$ cat src/rtl/dre_pkg.sv
package dre_pkg;

    typedef enum logic [1:0] {
        ST_COLLECT = 2'd0,
        ST_DIVIDE  = 2'd1,
        ST_PUBLISH = 2'd2
    } dre_state_e;

endpackage

$ cat src/rtl/dre_sample_counter.sv
module dre_sample_counter #(
    parameter int CW = 16
) (
    input  logic          clk,
    input  logic          rst,
    input  logic          clear,
    input  logic          accept,
    input  logic          bit_in,
    output logic [CW-1:0] ones,
    output logic [CW-1:0] zeros,
    output logic [CW-1:0] ones_next,
    output logic [CW:0]   total_next
);

    logic [CW-1:0] zeros_next;

    always_comb begin
        ones_next  = ones  + CW'(accept &  bit_in);
        zeros_next = zeros + CW'(accept & ~bit_in);
        total_next = {1'b0, ones_next} + {1'b0, zeros_next};
    end

    always_ff @(posedge clk) begin
        if (rst || clear) begin
            ones  <= '0;
            zeros <= '0;
        end else begin
            ones  <= ones_next;
            zeros <= zeros_next;
        end
    end


    idle_hold_chk: assert property (@(posedge clk) disable iff (rst)
        (!clear && !accept) |=> ($stable(ones) && $stable(zeros)));


    one_step_chk: assert property (@(posedge clk) disable iff (rst)
        (!clear && accept && bit_in) |=> ($stable(zeros) && ones != $past(ones)));

endmodule

$ cat src/rtl/dre_restoring_divider.sv
module dre_restoring_divider #(
    parameter int NW = 32,
    parameter int DW = 16
) (
    input  logic          clk,
    input  logic          rst,
    input  logic          start,
    input  logic [NW-1:0] dividend,
    input  logic [DW-1:0] divisor,
    output logic [NW-1:0] quotient,
    output logic          busy,
    output logic          done
);

    localparam int CNTW = $clog2(NW);
    localparam logic [CNTW-1:0] LAST = CNTW'(NW - 1);

    logic [NW-1:0]   work;
    logic [DW:0]     rem;
    logic [DW-1:0]   dsr;
    logic [CNTW-1:0] cnt;
    logic [DW:0]     trial;
    logic            fits;

    always_comb begin
        trial = {rem[DW-1:0], work[NW-1]};
        fits  = (trial >= {1'b0, dsr});
    end

    always_ff @(posedge clk) begin
        if (rst) begin
            work <= '0;
            rem  <= '0;
            dsr  <= '0;
            cnt  <= '0;
            busy <= 1'b0;
            done <= 1'b0;
        end else begin
            done <= 1'b0;
            if (start) begin
                work <= dividend;
                rem  <= '0;
                dsr  <= divisor;
                cnt  <= '0;
                busy <= 1'b1;
            end else if (busy) begin
                if (fits) begin
                    rem  <= trial - {1'b0, dsr};
                    work <= {work[NW-2:0], 1'b1};
                end else begin
                    rem  <= trial;
                    work <= {work[NW-2:0], 1'b0};
                end
                cnt <= cnt + 1'b1;
                if (cnt == LAST) begin
                    busy <= 1'b0;
                    done <= 1'b1;
                end
            end
        end
    end

    assign quotient = work;


    div_done_chk: assert property (@(posedge clk) disable iff (rst)
        (busy && !start && cnt == LAST) |=> (done && !busy));


    div_remainder_chk: assert property (@(posedge clk) disable iff (rst)
        done |-> (rem < {1'b0, dsr}));

endmodule

$ cat src/rtl/dither_ratio_estimator.sv
module dither_ratio_estimator #(
    parameter int W = 16
) (
    input  logic         clk,
    input  logic         rst,
    input  logic         sample_en,
    input  logic         cmp_bit,
    input  logic [15:0]  window_len,
    input  logic [15:0]  thresh_mv,
    input  logic [15:0]  span_mv,
    output logic [16:0]  est_mv,
    output logic         est_valid
);
    import dre_pkg::*;

    localparam int PW = 2 * W;
    localparam int EW = W + 1;

    dre_state_e state, state_nx;

    logic          accept, clear, close;
    logic [W-1:0]  ones, zeros, ones_next;
    logic [W:0]    total_next, len_eff;
    logic [PW-1:0] product, quo;
    logic          div_busy, div_done;
    logic [W-1:0]  thresh_q, half_q;
    logic [EW-1:0] sum, est_calc;

    always_comb begin
        accept  = (state == ST_COLLECT) && sample_en;
        clear   = (state == ST_PUBLISH);
        len_eff = (window_len[W-1:0] == '0) ? EW'(1) : {1'b0, window_len[W-1:0]};
        close   = accept && (total_next >= len_eff);
        product = PW'(ones_next) * PW'(span_mv[W-1:0]);
    end

    dre_sample_counter #(.CW(W)) u_count (
        .clk        (clk),
        .rst        (rst),
        .clear      (clear),
        .accept     (accept),
        .bit_in     (cmp_bit),
        .ones       (ones),
        .zeros      (zeros),
        .ones_next  (ones_next),
        .total_next (total_next)
    );

    dre_restoring_divider #(.NW(PW), .DW(W)) u_div (
        .clk      (clk),
        .rst      (rst),
        .start    (close),
        .dividend (product),
        .divisor  (total_next[W-1:0]),
        .quotient (quo),
        .busy     (div_busy),
        .done     (div_done)
    );

    always_ff @(posedge clk) begin
        if (rst) begin
            thresh_q <= '0;
            half_q   <= '0;
        end else if (close) begin
            thresh_q <= thresh_mv[W-1:0];
            half_q   <= span_mv[W-1:0] >> 1;
        end
    end

    always_comb begin
        sum      = {1'b0, thresh_q} + {1'b0, quo[W-1:0]};
        est_calc = (sum >= {1'b0, half_q}) ? (sum - {1'b0, half_q}) : '0;
    end

    // state register
    always_ff @(posedge clk) begin
        if (rst) state <= ST_COLLECT;
        else     state <= state_nx;
    end

    always_comb begin
        state_nx = state;
        unique case (state)
            ST_COLLECT: if (close)    state_nx = ST_DIVIDE;
            ST_DIVIDE:  if (div_done) state_nx = ST_PUBLISH;
            ST_PUBLISH:               state_nx = ST_COLLECT;
            default:                  state_nx = ST_COLLECT;
        endcase
    end

    // outputs
    always_ff @(posedge clk) begin
        if (rst) begin
            est_mv    <= '0;
            est_valid <= 1'b0;
        end else begin
            est_valid <= 1'b0;
            if (state == ST_DIVIDE && div_done) begin
                est_mv    <= est_calc;
                est_valid <= 1'b1;
            end
        end
    end


    valid_pulse_chk: assert property (@(posedge clk) disable iff (rst)
        est_valid |=> !est_valid);


    divide_freeze_chk: assert property (@(posedge clk) disable iff (rst)
        (state == ST_DIVIDE) |=> ($stable(ones) && $stable(zeros)));


    divide_live_chk: assert property (@(posedge clk) disable iff (rst)
        (state == ST_DIVIDE) |-> (div_busy || div_done));


    quot_fit_chk: assert property (@(posedge clk) disable iff (rst)
        div_done |-> (quo[PW-1:W] == '0));


    floor_chk: assert property (@(posedge clk) disable iff (rst)
        est_valid |-> ((est_mv == '0) || (est_mv + {1'b0, half_q} >= {1'b0, thresh_q})));

endmodule

$ cat config.mk
export PLATFORM = sky130hd
export DESIGN_NAME = dither_ratio_estimator
export DESIGN_NICKNAME = d
export VERILOG_FILES = /design/src/rtl/dre_pkg.sv /design/src/rtl/dre_sample_counter.sv /design/src/rtl/dre_restoring_divider.sv /design/src/rtl/dither_ratio_estimator.sv
export SDC_FILE = /design/constraint.sdc
export NUM_CORES = 1
export LEC_CHECK = 0
export BUFFER_PORTS_ARGS = -buffer_cell sky130_fd_sc_hd__buf_2
export CAP_MARGIN = 40
export CORE_MARGIN = 8
export CORE_UTILIZATION = 65
export DETAILED_ROUTE_END_ITERATION = 16
export PLACE_DENSITY = 0.83
export SLEW_MARGIN = 10
export SYNTH_ARGS = -nofsm -noshare
export SYNTH_HDL_FRONTEND = slang
export SYNTH_SLANG_ARGS = --single-unit
$ cat constraint.sdc
create_clock -name clk -period 11.9 [get_ports clk]
set_input_delay 0.595 -clock clk [delete_from_list [all_inputs] [get_ports clk]]
set_output_delay 0.595 -clock clk [all_outputs]
set_load 0.05 [all_outputs]
==> results of run 1 <==
[cell families after synthesis]
| logic type | Yosys count | share of synthesized area (%) |
|---|---|---|
| simple gates | 685 | 18.44 |
| buf+inv | 389 | 8.286 |
| fa+ha+maj | 387 | 35.25 |
| compound gates | 384 | 14.45 |
| flops | 154 | 17.17 |
| xor+xnor | 98 | 4.781 |
| mux | 29 | 1.624 |
[final timing paths]
| path | to | from | slack [ns] | cells past startpoint |
|---|---|---|---|---|
| min reg2reg | u_div.dsr[11] | u_div.dsr[11] | 0.45 | 2 |
| max | u_div.quotient[29] | state[1] | 3.69 | 29 |
| min | thresh_q[2] | thresh_mv[2] | 0.40 | 3 |
| max reg2reg | u_div.quotient[29] | state[1] | 3.69 | 29 |
[through the flow]
| step | hold WS, ns | instance area, µm² | cells | total power, mW | worst slack [ns] |
|---|---|---|---|---|---|
| after floorplan | 0.4319 | 17950 | 2126 | 0.6024 | 4.433 |
| after global routing | 0.3963 | 19340 | 2512 | 1.297 | 3.206 |
| after detailed placement | 0.4442 | 18670 | 2480 | 0.6500 | 3.779 |
| final | 0.3988 | 19340 | 2513 | 1.257 | 3.687 |
| after global placement | 0.4423 | 18550 | 2474 | 0.6424 | 3.933 |
| after CTS | 0.3867 | 19340 | 2512 | 1.262 | 3.768 |
[final cells by class]
| type | count | area share (%) |
|---|---|---|
| diodes | 1 | 0.01294 |
| clock buffers | 22 | 2.555 |
| clock inverters | 10 | 0.9057 |
| inverters | 302 | 5.861 |
| multi-input cells | 1583 | 69.29 |
| flip-flops and latches | 154 | 15.95 |
| well taps | 346 | 2.238 |
| repair buffers | 95 | 3.189 |
[cells in the final DEF (no fill, tap or decap), drive strengths merged, types with 16 or more instances in the layout]
cell / instances
nand3: 34
inv: 306
xnor2: 65
a22o: 16
buf: 95
nor2b: 48
xor2: 33
fa: 198
a21o: 34
a211oi: 45
clkbuf: 22
o21a: 18
and2: 124
mux2i: 28
ha: 189
and3: 22
nand2: 288
nor3: 16
o21ai: 48
a21oi: 121
or3: 16
dfxtp: 154
nor2: 89
[registers in the layout (all words and copies together), names as in the netlist, 2 cells and up]
name	cells
u_div.quotient	32
est_mv	17
thresh_q	16
u_count.ones	16
u_count.zeros	16
u_div.dsr	16
u_div.rem	16
half_q	15
u_div.cnt	5
state	2
[routing by layer]
| metal | share of wire, % | vias to the layer above |
|---|---|---|
| met5 | 0 | - |
| met4 | 4.3 | 0 |
| met3 | 6.2 | 152 |
| met2 | 49 | 569 |
| met1 | 40 | 7421 |
| li1 | - | 7046 |
[worst max-delay path, delay by kind of cell (launching register included)]
kind | cells | cell delay [ns]
AO/OA/AOI/OAI | 6 | 1.47
XOR/XNOR | 2 | 0.51
adder cells (fa/ha/maj) | 9 | 3.87
buffers and inverters | 4 | 0.45
flip-flops | 1 | 0.33
AND/OR/NAND/NOR | 8 | 1.49
[power by group]
part	total (mW)	switching (mW)	internal, mW
combinational	0.124	0.0816	0.0428
clock	0.616	0.233	0.384
sequential	0.517	0.000417	0.516
==> reports/qor.txt, run 1 <==
Status = complete, no violations
Nets@finish = 2,592
Crit Path Max Fanout = 16
Antenna violations before repair = 0
Vias per cell = 6.044
Max Cap Violations = 0
Syn Nets = 2,565
DRC = 0
Top FF cell, synth = dfxtp_1
Most common cell on crit path = fa_1
Post-synth top area cell = fa_1
IO Port Bufs = 69
Routed length per instance = 18.49 µm
Most common cell in the synthesized netlist = inv_1
Post-CTS Setup Repair Bufs = 0
Minimum clock period = 8.213 ns
Static leakage = 9.360 nW
CP startpoint kind = register
Drt first pass iters = 5
Mapped cell area = 17,950 µm²
Final hold vios = 0
Post-synth EDFFs = 0
Footprint of the multi-input gates = 13,400 µm²
Maximum clock path buffer count = 2
Setup TNS = 0 ns
Worst Path Class, Setup = reg2reg
Met2 GRT Util = 50.21%
Endpoints failing setup = 0
Clk_skew = 0.01378 ns
Syn Area/Cell = 8.445 µm²
Num rows = 61
H-tree depth reported by CTS = 4
Io pins = 70
Die area = 33,200 µm²
Share of cells above drive strength 1 = 6.602%
Vias in the first global route = 15,920
FF+latch count, synth = 154
Cts repair resizes = 0
CP max stage delay = 0.55 ns
Crit share post-route = 69.01%
Clock sinks = 154
Horizontal die dimension = 182.2 µm
Final Max Slew Viols = 0
Final HPWL DP = 34,410 µm
Syn-to-layout area delta = 7.722%
Synth warnings = 0
Total track usage = 28.89%
Synth top area cells = fa_1 (22%), dfxtp_1 (17%), ha_1 (13%), inv_1 (6.3%), nand2_1 (6.0%)
Storage element area = 3084 µm²
Skew-Pair Late Insertion Delay = 0.44 ns
Synth top area share = 22.08%
Total gr overflow = 0
Register area share after synthesis = 17.17%
DR iter-0 viols = 1,167
Fillcell total = 2,143
Synth cell count leaders = inv_1 (302), nand2_1 (288), fa_1 (198)
CTS clock-pin slew for the worst setup and hold paths = 0.07 ns
Max frequency = 121.8 MHz
Largest net degree at the start of global routing = 90
Clock root buffer = clkbuf_16
RSZ-0062 raised after global routing = no
HP Class = in2reg
Initial Util = 65.34%
Total CTS buffers = 17
Worst slew pin tran = 0.8723 ns
Vias = 15,190
Max rail drop VDD = 0.00008692 V
Met1 GRT Util = 33.97%
CP arrival = 8.56 ns
CP Capture Type = register
Gr busiest metal = met2
Die height = 182.2 µm
CP max-delay cell = fa_1
Core footprint = 27,480 µm²
First-pass GRT wire length = 78,230 µm
CTS tree = done
GP Congestion = 0.9453
Final Util = 70.39%
Power density over cell area = 65.01 nW/µm²
Unique masters post-synth = 67
Cts hold-fix bufs = 0
Slew HR = 41.84%
WL final = 46,460 µm
Detail Route Antenna Nets = 0
Required time of the critical path = 12.25 ns
Asr flop ratio synth = 0%
Cell count after synthesis = 2,126
M3 GR Usage = 5.210%
(Power assumes the default switching activity.)
==> run 2: changes to the inputs <==
clock period = 8.6 ns   (was 11.9 ns; I/O delays follow)
==> run 2 against run 1 <==
Compared with the run above: sequential power increased by 38%; sequential cell count is the same; design area shrank 0.58%; non-clock buffer count unchanged; clock skew down 0.0022 ns; setup slack got worse by 3.0 ns; critical path depth is 1 lower; global-route usage decreased by 0.40 points.
==> reports/qor.txt, run 2 (synthesis results as in run 1) <==
P_sw = 0.4538 mW (+44%)
Status = complete, no violations
Die area = 33,200 µm² (unchanged)
Cts repair resizes = 0 (unchanged)
CP arrival = 8.25 ns (-0.31 ns)
Routed length per instance = 18.11 µm (-2.1%)
Io pins = 70 (unchanged)
Pint = 1.222 mW (+30%)
Worst slack, placed = 0.6848 ns (-3.095 ns)
Required time of the critical path = 8.94 ns (-3.31 ns)
H-tree depth reported by CTS = 4 (unchanged)
Total CTS buffers = 17 (unchanged)
CP Capture Type = register
Worst slew pin tran = 0.9138 ns (+0.04150 ns)
HP Class = in2reg
CTS tree = done
First-pass GRT wire length = 77,570 µm (-0.84%)
Initial Util = 65.34% (unchanged)
Num rows = 61 (unchanged)
Vias per cell = 6.014 (-0.49%)
Power density over cell area = 87.15 nW/µm² (+34%)
Dpl cell area = 18,600 µm² (-0.36%)
Largest net degree at the start of global routing = 89 (-1.1%)
Worst Path Class, Setup = reg2reg
Vias in the first global route = 16,080 (+0.97%)
Detail Route Antenna Nets = 0 (unchanged)
WL final = 45,480 µm (-2.1%)
Ant. Diodes = 0 (-1)
Drt first pass iters = 5 (unchanged)
Total power = 1.676 mW (+33%)
Maximum clock path buffer count = 2 (unchanged)
RSZ-0062 raised after global routing = no
Total gr overflow = 0 (unchanged)
Minimum clock period = 7.910 ns (-0.3023 ns)
DRC = 0 (unchanged)
Horizontal die dimension = 182.2 µm (unchanged)
Hold Crit Start = thresh_mv[4]
GP Congestion = 0.9112 (-3.6%)
Setup crit start = state[1]
Core footprint = 27,480 µm² (unchanged)
Nets@finish = 2,592 (unchanged)
Hold depth = 3 (unchanged)
Share of cells above drive strength 1 = 6.602% (unchanged)
Syn-to-layout area delta = 7.095%
Reg2Reg Setup Slack = 0.69 ns (-3.00 ns)
Antenna violations before repair = 0 (unchanged)
Total track usage = 28.49% (-0.40 points)
Final hold vios = 0 (unchanged)
Max rail drop VDD = 0.0001373 V (+58%)
Die height = 182.2 µm (unchanged)
R2R depth = 28 (-3.4%)
CP max-delay cell = fa_1
Most frequent cells in the layout = inv_1 (302), nand2_1 (288), fa_1 (198), ha_1 (189), dfxtp_1 (153)
FF-to-FF Start = state[1]
Setup WS post-layout = 0.6896 ns (-2.998 ns)
Post-CTS Setup Repair Bufs = 0 (unchanged)
Skew-Pair Late Insertion Delay = 0.44 ns (about the same)
Final Max Slew Viols = 0 (unchanged)
Most common cell after layout, fill and taps aside = inv_1
Cts hold-fix bufs = 0 (unchanged)
Clk_skew = 0.01159 ns (-0.002186 ns)
Final HPWL DP = 34,320 µm (-0.27%)
Slew HR = 39.08% (-2.8 points)
Number of flip-flops in the largest register = 32 (unchanged)
Crit share post-route = 91.98% (+23 points)
Endpoints failing setup = 0 (unchanged)
Fin area = 19,230 µm² (-0.58%)
Crit Path Max Fanout = 18 (+2)
Max Cap Violations = 0 (unchanged)
DR iter-0 viols = 1,244 (+6.6%)
Fin Hold WS = 0.2279 ns (-0.1709 ns)
Setup TNS = 0 ns (unchanged)
Clock sinks = 154 (unchanged)
Combinational share of power = 9.9% (about the same)
Clock group share of total power = 47.5% (-1.5 points)
Max frequency = 126.4 MHz (+3.8%)
Static leakage = 9.306 nW (-0.58%)
CTS clock-pin slew for the worst setup and hold paths = 0.07 ns (about the same)
Most common cell on crit path = fa_1
IO Port Bufs = 69 (unchanged)
CP startpoint kind = register
Clock root buffer = clkbuf_16
CP max stage delay = 0.55 ns (about the same)
Sequential share of power = 42.7% (+1.6 points)
Net Sw Frac = 27.08% (+2.1 points)
Vias = 15,110 (-0.53%)
[run 2: power by group through the flow]
stage,combinational (mW),clock (mW),sequential [mW]
CTS,0.163,0.801,0.715
global placement,0.157,0,0.731
finish,0.165,0.795,0.715
global route,0.186,0.826,0.715
floorplan,0.103,0,0.731
detailed placement,0.161,0,0.731
[run 2: final timing paths]
| kind | endpoint |
|---|---|
| min reg2reg | half_q[10] |
| max | u_div.quotient[27] |
| max reg2reg | u_div.quotient[27] |
| min | thresh_q[4] |
[run 2: per-stage QoR]
stage,utilization [%],instances
after floorplan,-,2126
after global placement,67.60,2476
after detailed placement,67.70,2479
after CTS,69.92,2511
after global routing,69.98,2512
final,69.98,2512
[run 2: layout make-up]
type                       count  area (µm²)
multi-input combinational   1583       13400
inverter                     302        1134
clock buffer                  19       452.9
fill                        2108        8249
clock inverter                13       158.9
timing repair buffer          95       564.3
tap                          346       432.9
sequential                   154        3084
[run 2: worst max-delay path, delay by kind of cell, from the launching register on]
family          cells  cell delay (ns)
flops               1             0.34
xor+xnor            2             0.30
fa+ha+maj           9             3.63
compound gates      6             1.94
buf+inv             4             0.43
simple gates        7             1.16
[run 2: layer usage]
layer	vias up	share of wire, %	GRT usage (%)
li1	7044	-	-
met4	0	5.0	14.79
met1	7382	42	34.66
met2	531	48	48.51
met3	150	5.7	4.235
met5	-	0	0
==> run 3: changes to the inputs <==
CORE_UTILIZATION = 40   (was 65)
PLACE_DENSITY = not set   (was 0.83)
==> run 3 against run 2 <==
Compared with the run above: clock skew up 0.0032 ns; register-to-register slack about the same; design area rose by 1.6%; die area increased by 56%; setup slack worse by 0.0074 ns; worst hold slack got worse by 0.0021 ns; critical endpoint is now u_div.quotient[31].
==> reports/qor.txt, run 3 (synthesis results as in run 1) <==
Detail Route Antenna Nets = 0 (unchanged)
Share of cells above drive strength 1 = 6.636% (+0.034 points)
Setup TNS = 0 ns (unchanged)
Cts repair resizes = 0 (unchanged)
Drt first pass iters = 5 (unchanged)
CP startpoint kind = register
DR iter-0 viols = 729 (-41%)
Final Max Slew Viols = 0 (unchanged)
CP max-delay cell = fa_1
Worst Path Class, Setup = reg2reg
Endpoints failing setup = 0 (unchanged)
Final HPWL DP = 36,290 µm (+5.7%)
Fillcell total = 4,385 (+110%)
Max Cap Violations = 0 (unchanged)
Post-CTS Setup Repair Bufs = 0 (unchanged)
Antenna violations before repair = 0 (unchanged)
Static leakage = 9.302 nW (about the same)
Required time of the critical path = 8.93 ns (about the same)
Num rows = 77 (+26%)
Dpl cell area = 18,980 µm² (+2.0%)
Total gr overflow = 0 (unchanged)
RSZ-0062 raised after global routing = no
Minimum clock period = 7.918 ns (+0.007394 ns)
Core footprint = 44,220 µm² (+61%)
Hold depth = 3 (unchanged)
Status = complete, no violations
Die area = 51,920 µm² (+56%)
Io pins = 70 (unchanged)
Crit path depth = 29 (+3.6%)
Number of flip-flops in the largest register = 32 (unchanged)
Clock sinks = 154 (unchanged)
Most common cell after layout, fill and taps aside = inv_1
DRC = 0 (unchanged)
CTS clock-pin slew for the worst setup and hold paths = 0.06 ns (about the same)
Maximum clock path buffer count = 2 (unchanged)
Final hold vios = 0 (unchanged)
Worst slew pin tran = 0.9187 ns (+0.004829 ns)
First-pass GRT wire length = 77,190 µm (-0.49%)
Slew HR = 38.76% (-0.32 points)
Crit share post-route = 92.07% (about the same)
Fin area = 19,540 µm² (+1.6%)
GP Congestion = 0.8429 (-7.5%)
Largest net degree at the start of global routing = 58 (-35%)
H-tree depth reported by CTS = 4 (unchanged)
Horizontal die dimension = 227.9 µm (+25%)
Skew-Pair Late Insertion Delay = 0.45 ns (about the same)
R2R depth = 29 (+3.6%)
Final Util = 44.19% (-26 points)
Power density over cell area = 82.92 nW/µm² (-4.9%)
Die height = 227.9 µm (+25%)
Max rail drop VDD = 0.0001354 V (-1.4%)
Cts hold-fix bufs = 0 (unchanged)
Top delay family on crit path = adder cells
CP Capture Type = register
Routed length per instance = 16.67 µm (-7.9%)
CTS tree = done
Clk_skew = 0.01480 ns (+0.003210 ns)
Vias = 14,530 (-3.8%)
Vias in the first global route = 15,050 (-6.4%)
Ant. Diodes = 0 (unchanged)
Crit Path Max Fanout = 16 (-2)
Fin Hold WS = 0.2258 ns (-0.002120 ns)
Worst Path Buf+Inv = 4 (unchanged)
Clock root buffer = clkbuf_16
CP arrival = 8.25 ns (about the same)
WL final = 46,040 µm (+1.2%)
Vias per cell = 5.260 (-13%)
Initial Util = 40.60% (-25 points)
IO Port Bufs = 69 (unchanged)
Most common cell on crit path = fa_1
CP max stage delay = 0.55 ns (about the same)
Most frequent cells in the layout = inv_1 (302), nand2_1 (288), fa_1 (198), ha_1 (189), dfxtp_1 (153)
HP Class = in2reg
Nets@finish = 2,596 (+0.15%)
Syn-to-layout area delta = 8.837%
Total CTS buffers = 17 (unchanged)
Max frequency = 126.3 MHz (about the same)
Total track usage = 17.94% (-11 points)
-- run 3: power by group --
part	switching, mW	total (mW)	internal (mW)
clock network	0.324	0.739	0.415
registers	0.000529	0.715	0.714
logic	0.110	0.167	0.0565
total	0.435	1.62	1.19
-- run 3: path summary, 6_finish.rpt --
| path | end | slack, ns | startpoint |
|---|---|---|---|
| setup reg to reg | u_div.quotient[31] | 0.68 | state[1] |
| hold / removal | thresh_q[15] | 0.23 | thresh_mv[15] |
| hold reg to reg | half_q[12] | 0.45 | half_q[12] |
| setup / recovery | u_div.quotient[31] | 0.68 | state[1] |
-- run 3: stage by stage --
step                instances  total power [mW]  setup WS [ns]
global placement         2727            0.8934         0.8061
finish                   2762             1.620         0.6822
floorplan                2126            0.8336          1.289
detailed placement       2730            0.8976         0.5665
CTS                      2762             1.636         0.5336
global route             2762             1.690        0.03832
-- run 3: layer usage --
metal	wire, µm	vias up	global-route usage (%)	share of wire [%]
met5	0	-	0	0
met4	1273	0	5.755	2.8
met3	1555	67	2.532	3.4
met2	21960	271	30.55	48
met1	21250	7134	23.25	46
li1	-	7056	-	-
-- run 3: worst reg2reg max path, delay by kind of cell (launching register included) --
kind | cells | cell delay, ns
fa+ha+maj | 8 | 3.64
xor+xnor | 1 | 0.28
simple gates | 11 | 1.81
compound gates | 5 | 1.31
flops | 1 | 0.32
buf+inv | 4 | 0.44
-- run 3: final cells by class --
class | count | area [µm²] | area share, %
clock buffer | 23 | 467.9 | 2.395
multi-input combinational | 1583 | 13410 | 68.60
tap | 592 | 740.7 | 3.791
sequential | 154 | 3084 | 15.78
clock inverter | 9 | 88.84 | 0.4546
timing repair buffer | 99 | 619.3 | 3.170
inverter | 302 | 1134 | 5.801
